**src/rtl/regval_break_pkg.sv**
```systemverilog
package regval_break_pkg;
   localparam int unsigned FLG_W  = 4;
   localparam int unsigned FLG_E  = 3;
   localparam int unsigned FLG_I  = 2;
   localparam int unsigned FLG_C  = 1;
   localparam int unsigned FLG_Z  = 0;
   localparam int unsigned NFIELD = 5;
   typedef enum logic [2:0] {
      FLD_A = 3'd0, FLD_B = 3'd1, FLD_F = 3'd2, FLD_X = 3'd3, FLD_Y = 3'd4
   } field_e;
endpackage

```
**src/rtl/rvb_field_cmp.sv**
```systemverilog
module rvb_field_cmp #(
   parameter int unsigned W = 4
) (
   input  logic [W-1:0] snap,
   input  logic [W-1:0] cmp,
   input  logic [W-1:0] msk,
   output logic         hit
);
   generate
      if (W < 1) begin : g_bad_w
         $error("rvb_field_cmp: W must be at least 1");
      end
      if (W == 1) begin : g_single
         assign hit = msk[0] | (snap[0] == cmp[0]);
      end else begin : g_multi
         logic [W-1:0] bit_ok;
         for (genvar i = 0; i < W; i++) begin : g_bit
            assign bit_ok[i] = msk[i] | ~(snap[i] ^ cmp[i]);
         end
         assign hit = &bit_ok;
      end
   endgenerate
endmodule

```
**src/rtl/rvb_pulse_reg.sv**
```systemverilog
module rvb_pulse_reg (
   input  logic clk,
   input  logic rst_n,
   input  logic fire,
   output logic pulse
);
   always_ff @(posedge clk) begin
      if (!rst_n) pulse <= 1'b0;
      else        pulse <= fire;
   end
endmodule

```
**src/rtl/regval_break.sv**
```systemverilog
module regval_break
   import regval_break_pkg::*;
#(
   parameter int unsigned ACC_W = 4,
   parameter int unsigned IDX_W = 16
) (
   input  logic             clk,
   input  logic             rst_n,
   input  logic             enable,
   input  logic             retire,
   input  logic [ACC_W-1:0] snap_a,
   input  logic [ACC_W-1:0] snap_b,
   input  logic [FLG_W-1:0] snap_flg,
   input  logic [IDX_W-1:0] snap_x,
   input  logic [IDX_W-1:0] snap_y,
   input  logic [ACC_W-1:0] cmp_a,
   input  logic [ACC_W-1:0] cmp_b,
   input  logic [FLG_W-1:0] cmp_flg,
   input  logic [IDX_W-1:0] cmp_x,
   input  logic [IDX_W-1:0] cmp_y,
   input  logic [ACC_W-1:0] msk_a,
   input  logic [ACC_W-1:0] msk_b,
   input  logic [FLG_W-1:0] msk_flg,
   input  logic [IDX_W-1:0] msk_x,
   input  logic [IDX_W-1:0] msk_y,
   output logic             brk_req
);
   generate
      if (ACC_W < 1 || ACC_W > 64) begin : g_bad_acc
         $error("regval_break: ACC_W out of range");
      end
      if (IDX_W < 1 || IDX_W > 64) begin : g_bad_idx
         $error("regval_break: IDX_W out of range");
      end
   endgenerate

   logic [NFIELD-1:0] fld_hit;
   logic              cond_met;

   rvb_field_cmp #(.W(ACC_W)) u_cmp_a (
      .snap(snap_a), .cmp(cmp_a), .msk(msk_a), .hit(fld_hit[FLD_A]));
   rvb_field_cmp #(.W(ACC_W)) u_cmp_b (
      .snap(snap_b), .cmp(cmp_b), .msk(msk_b), .hit(fld_hit[FLD_B]));
   rvb_field_cmp #(.W(FLG_W)) u_cmp_f (
      .snap(snap_flg), .cmp(cmp_flg), .msk(msk_flg), .hit(fld_hit[FLD_F]));
   rvb_field_cmp #(.W(IDX_W)) u_cmp_x (
      .snap(snap_x), .cmp(cmp_x), .msk(msk_x), .hit(fld_hit[FLD_X]));
   rvb_field_cmp #(.W(IDX_W)) u_cmp_y (
      .snap(snap_y), .cmp(cmp_y), .msk(msk_y), .hit(fld_hit[FLD_Y]));

   assign cond_met = enable & retire & (&fld_hit);

   rvb_pulse_reg u_pulse (
      .clk(clk), .rst_n(rst_n), .fire(cond_met), .pulse(brk_req));
endmodule

```
**config.mk**
```make
export PLATFORM = sky130hd
export DESIGN_NAME = regval_break
export DESIGN_NICKNAME = d
export VERILOG_FILES = /design/src/rtl/regval_break_pkg.sv /design/src/rtl/rvb_field_cmp.sv /design/src/rtl/rvb_pulse_reg.sv /design/src/rtl/regval_break.sv
export SDC_FILE = /design/constraint.sdc
export NUM_CORES = 1
export LEC_CHECK = 0
export BUFFER_PORTS_ARGS = -buffer_cell sky130_fd_sc_hd__buf_2
export CORE_UTILIZATION = 23
export CTS_CLUSTER_DIAMETER = 80
export DETAILED_ROUTE_END_ITERATION = 8
export GPL_TIMING_DRIVEN = 0
export PLACE_DENSITY = 0.81
export SLEW_MARGIN = 20
export SYNTH_ARGS = -nofsm -noshare
export SYNTH_HDL_FRONTEND = slang
export SYNTH_HIERARCHICAL = 1
export SYNTH_SLANG_ARGS = --single-unit
```
**constraint.sdc**
```tcl
create_clock -name clk -period 2.3 [get_ports clk]
set_clock_uncertainty 0.2 [all_clocks]
set_input_delay 0.69 -clock clk [delete_from_list [all_inputs] [get_ports clk]]
set_output_delay 0.69 -clock clk [all_outputs]
set_load 0.005 [all_outputs]
```
=== Word-level counts from Yosys, hierarchy flattened ===
Index checks and enable logic that the tools add are counted.

* Flip-flop bits (word level): 1
* Input bits: 136
* Logic and storage cells: 136
* Output and inout port bits: 1

* Reduce and logical (&&, ||, !) cells: 1
* Bitwise operators: 134

{| class="wikitable"
|+ Operators by type and width
! kind !! number
|-
| 1-bit inverter || 44
|-
| 1-bit bitwise OR || 44
|-
| 44-bit AND reduction || 1
|-
| 1-bit bitwise XOR || 44
|-
| 1-bit AND || 2
|}

=== Logic depth before layout (Yosys ltp) ===
Gate-level depths: netlist (run 1).

* Word-level depth: 5
* Gate-level depth with buffers: 7
* Mapped depth without buffers: 7

=== Modules after synthesis ===
Netlist (run 1), hierarchy kept.

{| class="wikitable"
|+ Modules (own cells, without submodules)
! module !! area an instance (µm²) !! cells each !! instances !! seq. area each (µm²)
|-
| rvb_field_cmp at u_cmp_x ... || 209.0 || 27 || 2 || 0.0
|-
| rvb_field_cmp at u_cmp_a ... || 51.3 || 7 || 3 || 0.0
|-
| rvb_pulse_reg || 26.3 || 2 || 1 || 20.0
|-
| regval_break || 15.0 || 3 || 1 || 0.0
|}

=== Least setup slack after synthesis (run 1) ===
OpenSTA, ideal clock, no wires.

* Kind: input -> register
* From: input port cmp_y[2]
* To: register u_pulse.pulse
* Data arrival time: 1.776 ns
* Required time: 2.041 ns
* Slack: 0.265 ns
* Buffers on the path: 0
* Stages on the path: 7
* Setup time: 0.059 ns
* Cells stage by stage: xnor2_1 o22ai_1 or4_1 nor2_1 nand4_1 nor2_1 and2_1

* Word-level cells in the longest chain between the ends: 5

{| class="wikitable"
|+ Ends and longest elaborated chain
! element !! RTL line !! RTL
|-
| start: declaration || regval_break.sv:20 || <nowiki>input logic [IDX_W-1:0] cmp_y,</nowiki>
|-
| 1-bit bitwise XOR || rvb_field_cmp.sv:18 || <nowiki>assign bit_ok[i] = msk[i] | ~(snap[i] ^ cmp[i]);</nowiki>
|-
| 1-bit inverter || rvb_field_cmp.sv:18 ||
|-
| 1-bit bitwise OR || rvb_field_cmp.sv:18 ||
|-
| 44-bit AND reduction || regval_break.sv:51 || <nowiki>assign cond_met = enable & retire & (&fld_hit);</nowiki>
|-
| 1-bit AND || regval_break.sv:51 ||
|-
| named net cond_met || regval_break.sv:38 || <nowiki>logic cond_met;</nowiki>
|-
| end signal: assignment || rvb_pulse_reg.sv:9 || <nowiki>else pulse <= fire;</nowiki>
|-
| end: declaration || rvb_pulse_reg.sv:5 || <nowiki>output logic pulse</nowiki>
|}

The timed path passes the listed nets, and every way through them passes these cells.
A chain may end at the register's enable or synchronous reset.

=== Final worst setup path (run 1) ===
* From: input port cmp_x[5]
* To: register u_pulse.pulse

* Word-level cells in the longest chain between the ends: 5

{| class="wikitable"
|+ Ends and longest elaborated chain
! element !! RTL line !! RTL
|-
| start: declaration || regval_break.sv:19 || <nowiki>input logic [IDX_W-1:0] cmp_x,</nowiki>
|-
| 1-bit bitwise XOR || rvb_field_cmp.sv:18 ||
|-
| 1-bit inverter || rvb_field_cmp.sv:18 ||
|-
| 1-bit bitwise OR || rvb_field_cmp.sv:18 ||
|-
| 44-bit AND reduction || regval_break.sv:51 ||
|-
| 1-bit AND || regval_break.sv:51 ||
|-
| named net cond_met || regval_break.sv:38 ||
|}

The timed path passes the listed nets, and every way through them passes these cells.

==> reports/qor.tcl, run 1 <==
set qor(yosysSeqAreaShare_pct) 3.27
set qor(num-fill-cells) 238
set qor(worst-endpoint-arrival_ps) 1980
set qor(fin_crit_sh_pct) 97.1
set qor(synth_common_cells) {sky130_fd_sc_hd__xnor2_1, sky130_fd_sc_hd__o22ai_1, sky130_fd_sc_hd__nor2_1}
set qor(dp_worst_slack_ps) -27.4
set qor(worstHoldEndpoint) {u_pulse/pulse}
set qor(synthDistinctLibCells) 8
set qor(yosysWarningCount) 6
set qor(synth.most_common_cell) {sky130_fd_sc_hd__xnor2_1}
set qor(row_count) 18
set qor(worst_ir_drop_vdd_v) 0.000151
set qor(dieWidth_um) 53.6
set qor(synth_top_cell_by_area) {sky130_fd_sc_hd__xnor2_1}
set qor(postLayoutSetupSlackWorst_ps) 65.8
set qor(grt_remaining_overflow) 0
set qor(detailedRoute.firstPassIterationCount) 4
set qor(final-hold-violation-count) 0
set qor(cts.repair_timing.setup_buffer_count) 0
set qor(routed-via-count) 1093
set qor(post_synth_inst_count) 80
set qor(grt_usage_pct) 15.2
set qor(setup_viol) 0
set qor(nets_final) 354
set qor(edff_count_synth) 0
set qor(drt_first_iter_violations) 5
set qor(yosysTopAreaCellShare_pct) 62.9
set qor(final_util_pct) 60.6
set qor(finalMaxSlewViolations) 0
set qor(area_delta_synth_final_pct) 147
set qor(worst-slew-pin-transition_ps) 214
set qor(critPathLaunchType) {primary input}
set qor(crit_type) {in -> reg}
set qor(endpoint_kind) {flip-flop}
set qor(syn-mean-instance-area_um2) 7.66
set qor(first_global_vias) 845
set qor(totalWireLength_um) 2800
set qor(placeableCoreArea_mm2) 0.00250
set qor(io-pin-count) 137
set qor(seq_area_um2) 20.0
set qor(required_ps) 2040
set qor(fraction_of_layout_cells_with_a_size_suffix_above_1_pct) 72.7
set qor(mappedNetlistNets) 216
set qor(period_minus_slack_ps) 2230
set qor(design.die.area_mm2) 0.00288
set qor(p_leak_uw) 0.000777
set qor(largest_reg_by_ff_count) {u_pulse/pulse}
set qor(ys_seq_elements) 1
set qor(dp_hpwl_um) 2500
set qor(post_cts_hold_fix_bufs) 0
set qor(postLayoutCellArea_mm2) 0.00151
set qor(grt_start_max_net_pins) 2
set qor(largest_register_ff_count) 1
set qor(cell_types_with_the_largest_area_share_after_synthesis) {sky130_fd_sc_hd__xnor2_1, sky130_fd_sc_hd__o22ai_1, sky130_fd_sc_hd__or4_1, sky130_fd_sc_hd__nor2_1, sky130_fd_sc_hd__dfxtp_1}
set qor(power-per-cell-area_mw_per_mm2) 199
set qor(worstPathMaxFanout) 1
set qor(placement.cell_area_mm2) 0.00133
set qor(drt_drc) 0
set qor(vias_per_cell) 4.44
set qor(initial_util_pct) 24.5
set qor(worst_hold_path.num_cells) 2
set qor(antenna-diode-count) 0
set qor(rsz0062_at_grt) {yes}
set qor(netlist_area_um2) 613
set qor(antenna_violations_before_repair) 0
set qor(async_flop_share_pct) 0
set qor(timing.fmax_mhz) 448
set qor(slew_headroom_pct) 85.6
set qor(cts.clk_slew.worst_paths_ps) 0
set qor(timing.hold.worst.class) {in -> reg}
set qor(routed_wire_length_per_instance_um) 11.4
set qor(cap_viol_max_count) 0
set qor(die_height_um) 53.6
set qor(grt_pass1_wl_um) 3290
set qor(place.port_buffers) 136
set qor(run_status) {completed}
set qor(reg.largest.list) {u_pulse/pulse (1)}
set qor(place.gp.congestion) 0.696
set qor(multi_input_comb_area_um2) 732
set qor(dominantRegCellSynth) {sky130_fd_sc_hd__dfxtp_1}
set qor(antenna_left) 0
set qor(min_from) {rst_n}
-- cells in the final DEF (no fill, tap or decap) --
master / n
sky130_fd_sc_hd__o22ai_2: 1
sky130_fd_sc_hd__nor2_4: 2
sky130_fd_sc_hd__nand3_2: 1
sky130_fd_sc_hd__o22ai_1: 21
sky130_fd_sc_hd__and2_1: 1
sky130_fd_sc_hd__buf_6: 7
sky130_fd_sc_hd__xnor2_1: 31
sky130_fd_sc_hd__nor2_1: 4
sky130_fd_sc_hd__dfxtp_1: 1
sky130_fd_sc_hd__nand4_1: 1
sky130_fd_sc_hd__xnor2_2: 13
sky130_fd_sc_hd__buf_2: 129
sky130_fd_sc_hd__or4_4: 4
-- logic make-up after synthesis --
logic type / share of synthesized area (%)
AO/OA/AOI/OAI: 22.4
AND/OR/NAND/NOR: 11.4
XOR/XNOR: 62.9
flip-flops: 3.27
-- routing by layer --
layer | wire length, um | vias to the layer above | share of wire [%] | GRT usage, %
li1 | - | 567 | - | -
met1 | 1010 | 463 | 36 | 20.2
met2 | 1560 | 63 | 56 | 28.3
met3 | 235 | 0 | 8.4 | 0.847
met4 | 0 | 0 | 0 | 0
met5 | 0 | - | 0 | 0
-- worst max-delay path by stage --
stage	startpoint	endpoint	slack [ps]
detailed placement	cmp_y[11]	u_pulse/pulse	-30
finish	cmp_x[5]	u_pulse/pulse	70
CTS	cmp_y[2]	u_pulse/pulse	9
global placement	cmp_y[11]	u_pulse/pulse	-30
floorplan	cmp_y[2]	u_pulse/pulse	270
global route	cmp_y[10]	u_pulse/pulse	-40
-- layout make-up --
class                   count  share of cell area (%)
multi-input cells          79                    48.3
flip-flops and latches      1                    1.32
well taps                  30                    2.48
repair buffers            136                    47.9
-- worst max-delay path, cell delays in order --
cell and delay, ps:
sky130_fd_sc_hd__buf_2 110, sky130_fd_sc_hd__xnor2_1 140, sky130_fd_sc_hd__o22ai_1 100, sky130_fd_sc_hd__or4_4 550
sky130_fd_sc_hd__nor2_4 120, sky130_fd_sc_hd__nand3_2 60, sky130_fd_sc_hd__nor2_1 90, sky130_fd_sc_hd__and2_1 110
-- metrics by stage --
stage          instances  setup TNS, ps  total power, uW  hold WS, ps
3_5_place_dp         246          -27.4              258          698
3_3_place_gp         246          -32.8              253          701
6_report             246              0              301          690
2_1_floorplan         80              0              120          617
4_1_cts              246              0              262          698
5_1_grt              246          -38.4              325          710
-- timing repair --
action / CTS / global route
pin swaps: 0 / 23
setup endpoints to repair: 1 / 1
endpoints found under the hold margin: 0 / 0
resized for setup: 3 / 27
-- report_power, final --
group,leakage (uW),switching [uW],internal [uW]
combinational,0.000769,100,183
clock,0,0,0
sequential,0.00000805,0.00000640,17.7
total,0.000777,100,201
(Power assumes the default switching activity.)
==> inputs of run 2 (changes only) <==
CORE_UTILIZATION = 21   (was 23)
PLACE_DENSITY = 0.78   (was 0.81)
clock period = 1.95 ns   (was 2.3 ns; I/O delays follow)
==> run 2 against run 1 <==
Net effect:
- cell count rose by 0.41%
- largest cell class unchanged
- die area rose by 9.2%
- combinational power rose by 14%
- total power rose by 15%
- first-iteration DRC count rose to 3.6 times the previous value
- setup slack got worse by 250 ps
- the run now ends with negative setup slack left
- hold slack got worse by 95 ps
- critical path type unchanged
- flip-flop and latch count did not move
- core utilization fell by 6.7 points
- sequential share of layout area barely moved
- global-route usage fell by 0.70 points
==> reports/qor.tcl, run 2 (synthesized netlist as in run 1, its figures left out) <==
set qor(dr.max_layer_used) {met3}
set qor(placeableCoreArea_mm2) 0.00276
set qor(finalHoldWorstSlack_ps) 595
set qor(die_height_um) 56.0
set qor(setup_viol) 1
set qor(fraction_of_layout_cells_with_a_size_suffix_above_1_pct) 71.3
set qor(worstPathMaxFanout) 1
set qor(power-per-cell-area_mw_per_mm2) 232
set qor(worst-slew-pin-transition_ps) 216
set qor(drt_drc) 0
set qor(area_delta_synth_final_pct) 142
set qor(wirelength_met1_um) 980
set qor(antenna_left) 0
set qor(io-pin-count) 137
set qor(routed-via-count) 1105
set qor(slew_headroom_pct) 85.5
set qor(wl_met3_um) 185
set qor(reg.largest.list) {u_pulse/pulse (1)}
set qor(dp_worst_slack_ps) -304
set qor(mostFrequentLayoutCell) {sky130_fd_sc_hd__buf_2}
set qor(postLayoutSetupSlackWorst_ps) -183
set qor(critPathLaunchType) {primary input}
set qor(design.die.area_mm2) 0.00314
set qor(finalMaxSlewViolations) 0
set qor(worst-endpoint-arrival_ps) 1870
set qor(worst_ir_drop_vdd_v) 0.000156
set qor(antenna_violations_before_repair) 0
set qor(place.port_buffers) 136
set qor(first_global_vias) 1004
set qor(largest_register_ff_count) 1
set qor(final_util_pct) 53.9
set qor(initial_util_pct) 22.2
set qor(detailedRoute.firstPassIterationCount) 3
set qor(num-fill-cells) 283
set qor(period_minus_slack_ps) 2130
set qor(row_count) 19
set qor(grt_start_max_net_pins) 2
set qor(drt_first_iter_violations) 18
set qor(violations_in_the_final_reports) {negative setup slack}
set qor(routed_wire_length_per_instance_um) 10.7
set qor(largest_reg_by_ff_count) {u_pulse/pulse}
set qor(antenna-diode-count) 0
set qor(required_ps) 1690
set qor(run_status) {finished with violations}
set qor(met2_length_um) 1480
set qor(endpoint_kind) {flip-flop}
set qor(grt_usage_pct) 14.5
set qor(dp_hpwl_um) 2380
set qor(vias_per_cell) 4.47
set qor(grt_remaining_overflow) 0
set qor(totalWireLength_um) 2650
set qor(final-hold-violation-count) 0
set qor(p_leak_uw) 0.000771
set qor(place.gp.congestion) 0.732
set qor(rsz0062_at_grt) {yes}
set qor(nets_final) 354
set qor(cts.repair_timing.setup_buffer_count) 0
set qor(cts.clk_slew.worst_paths_ps) 0
set qor(most-common-layout-cells) {sky130_fd_sc_hd__buf_2, sky130_fd_sc_hd__xnor2_1, sky130_fd_sc_hd__o22ai_1}
set qor(dieWidth_um) 56.0
set qor(timing.hold.worst.class) {in -> reg}
set qor(crit_type) {in -> reg}
set qor(fin_crit_sh_pct) 109
set qor(grt_pass1_wl_um) 3840
set qor(cap_viol_max_count) 0
set qor(timing.fmax_mhz) 469
[run 2: cell counts in the layout (fill, tap and decap cells not counted)]
Identical to the previous run, type by type.
[run 2: worst paths after layout]
kind	start	endpoint	slack, ps	cells after the start
setup / recovery	cmp_y[4]	u_pulse/pulse	-180	8
hold / removal	rst_n	u_pulse/pulse	590	2
[run 2: critical path, cell delays in order]
cell	delay, ps
sky130_fd_sc_hd__buf_2	110
sky130_fd_sc_hd__xnor2_2	140
sky130_fd_sc_hd__o22ai_1	100
sky130_fd_sc_hd__or4_4	530
sky130_fd_sc_hd__nor2_4	110
sky130_fd_sc_hd__nand4_1	90
sky130_fd_sc_hd__nor2_1	100
sky130_fd_sc_hd__and2_1	110
[run 2: power by group]
group / total, uW / switching, uW / internal, uW
registers: 20.9 / 0.00000868 / 20.9
clock network: 0 / 0 / 0
logic: 324 / 113 / 211
total: 345 / 113 / 232
[run 2: stage by stage]
stage	TNS, ps	std cells	cell area [um2]	power (uW)
floorplan	0	80	613	141
global placement	-252	247	1330	297
detailed placement	-304	247	1330	303
CTS	-211	247	1380	317
global route	-264	247	1490	375
finish	-183	247	1490	345
[run 2: per-layer routing]
layer / global-route usage (%) / vias up
li1: - / 567
met1: 16.2 / 481
met2: 30.8 / 57
met3: 0.698 / 0
met4: 0.697 / 0
met5: 0 / -
[run 2: final cells by class]
| type | count | area [um2] | area share, % |
|---|---|---|---|
| multi-input combinational | 79 | 716 | 48.1 |
| timing repair buffer | 136 | 712 | 47.9 |
| tap | 31 | 38.8 | 2.61 |
| sequential | 1 | 20.0 | 1.35 |
[run 2: repair_timing]
item,4_1_cts,5_1_grt
pin swaps,10,13
hold buffers,0,0
setup endpoints to repair,1,1
resized for setup,8,16
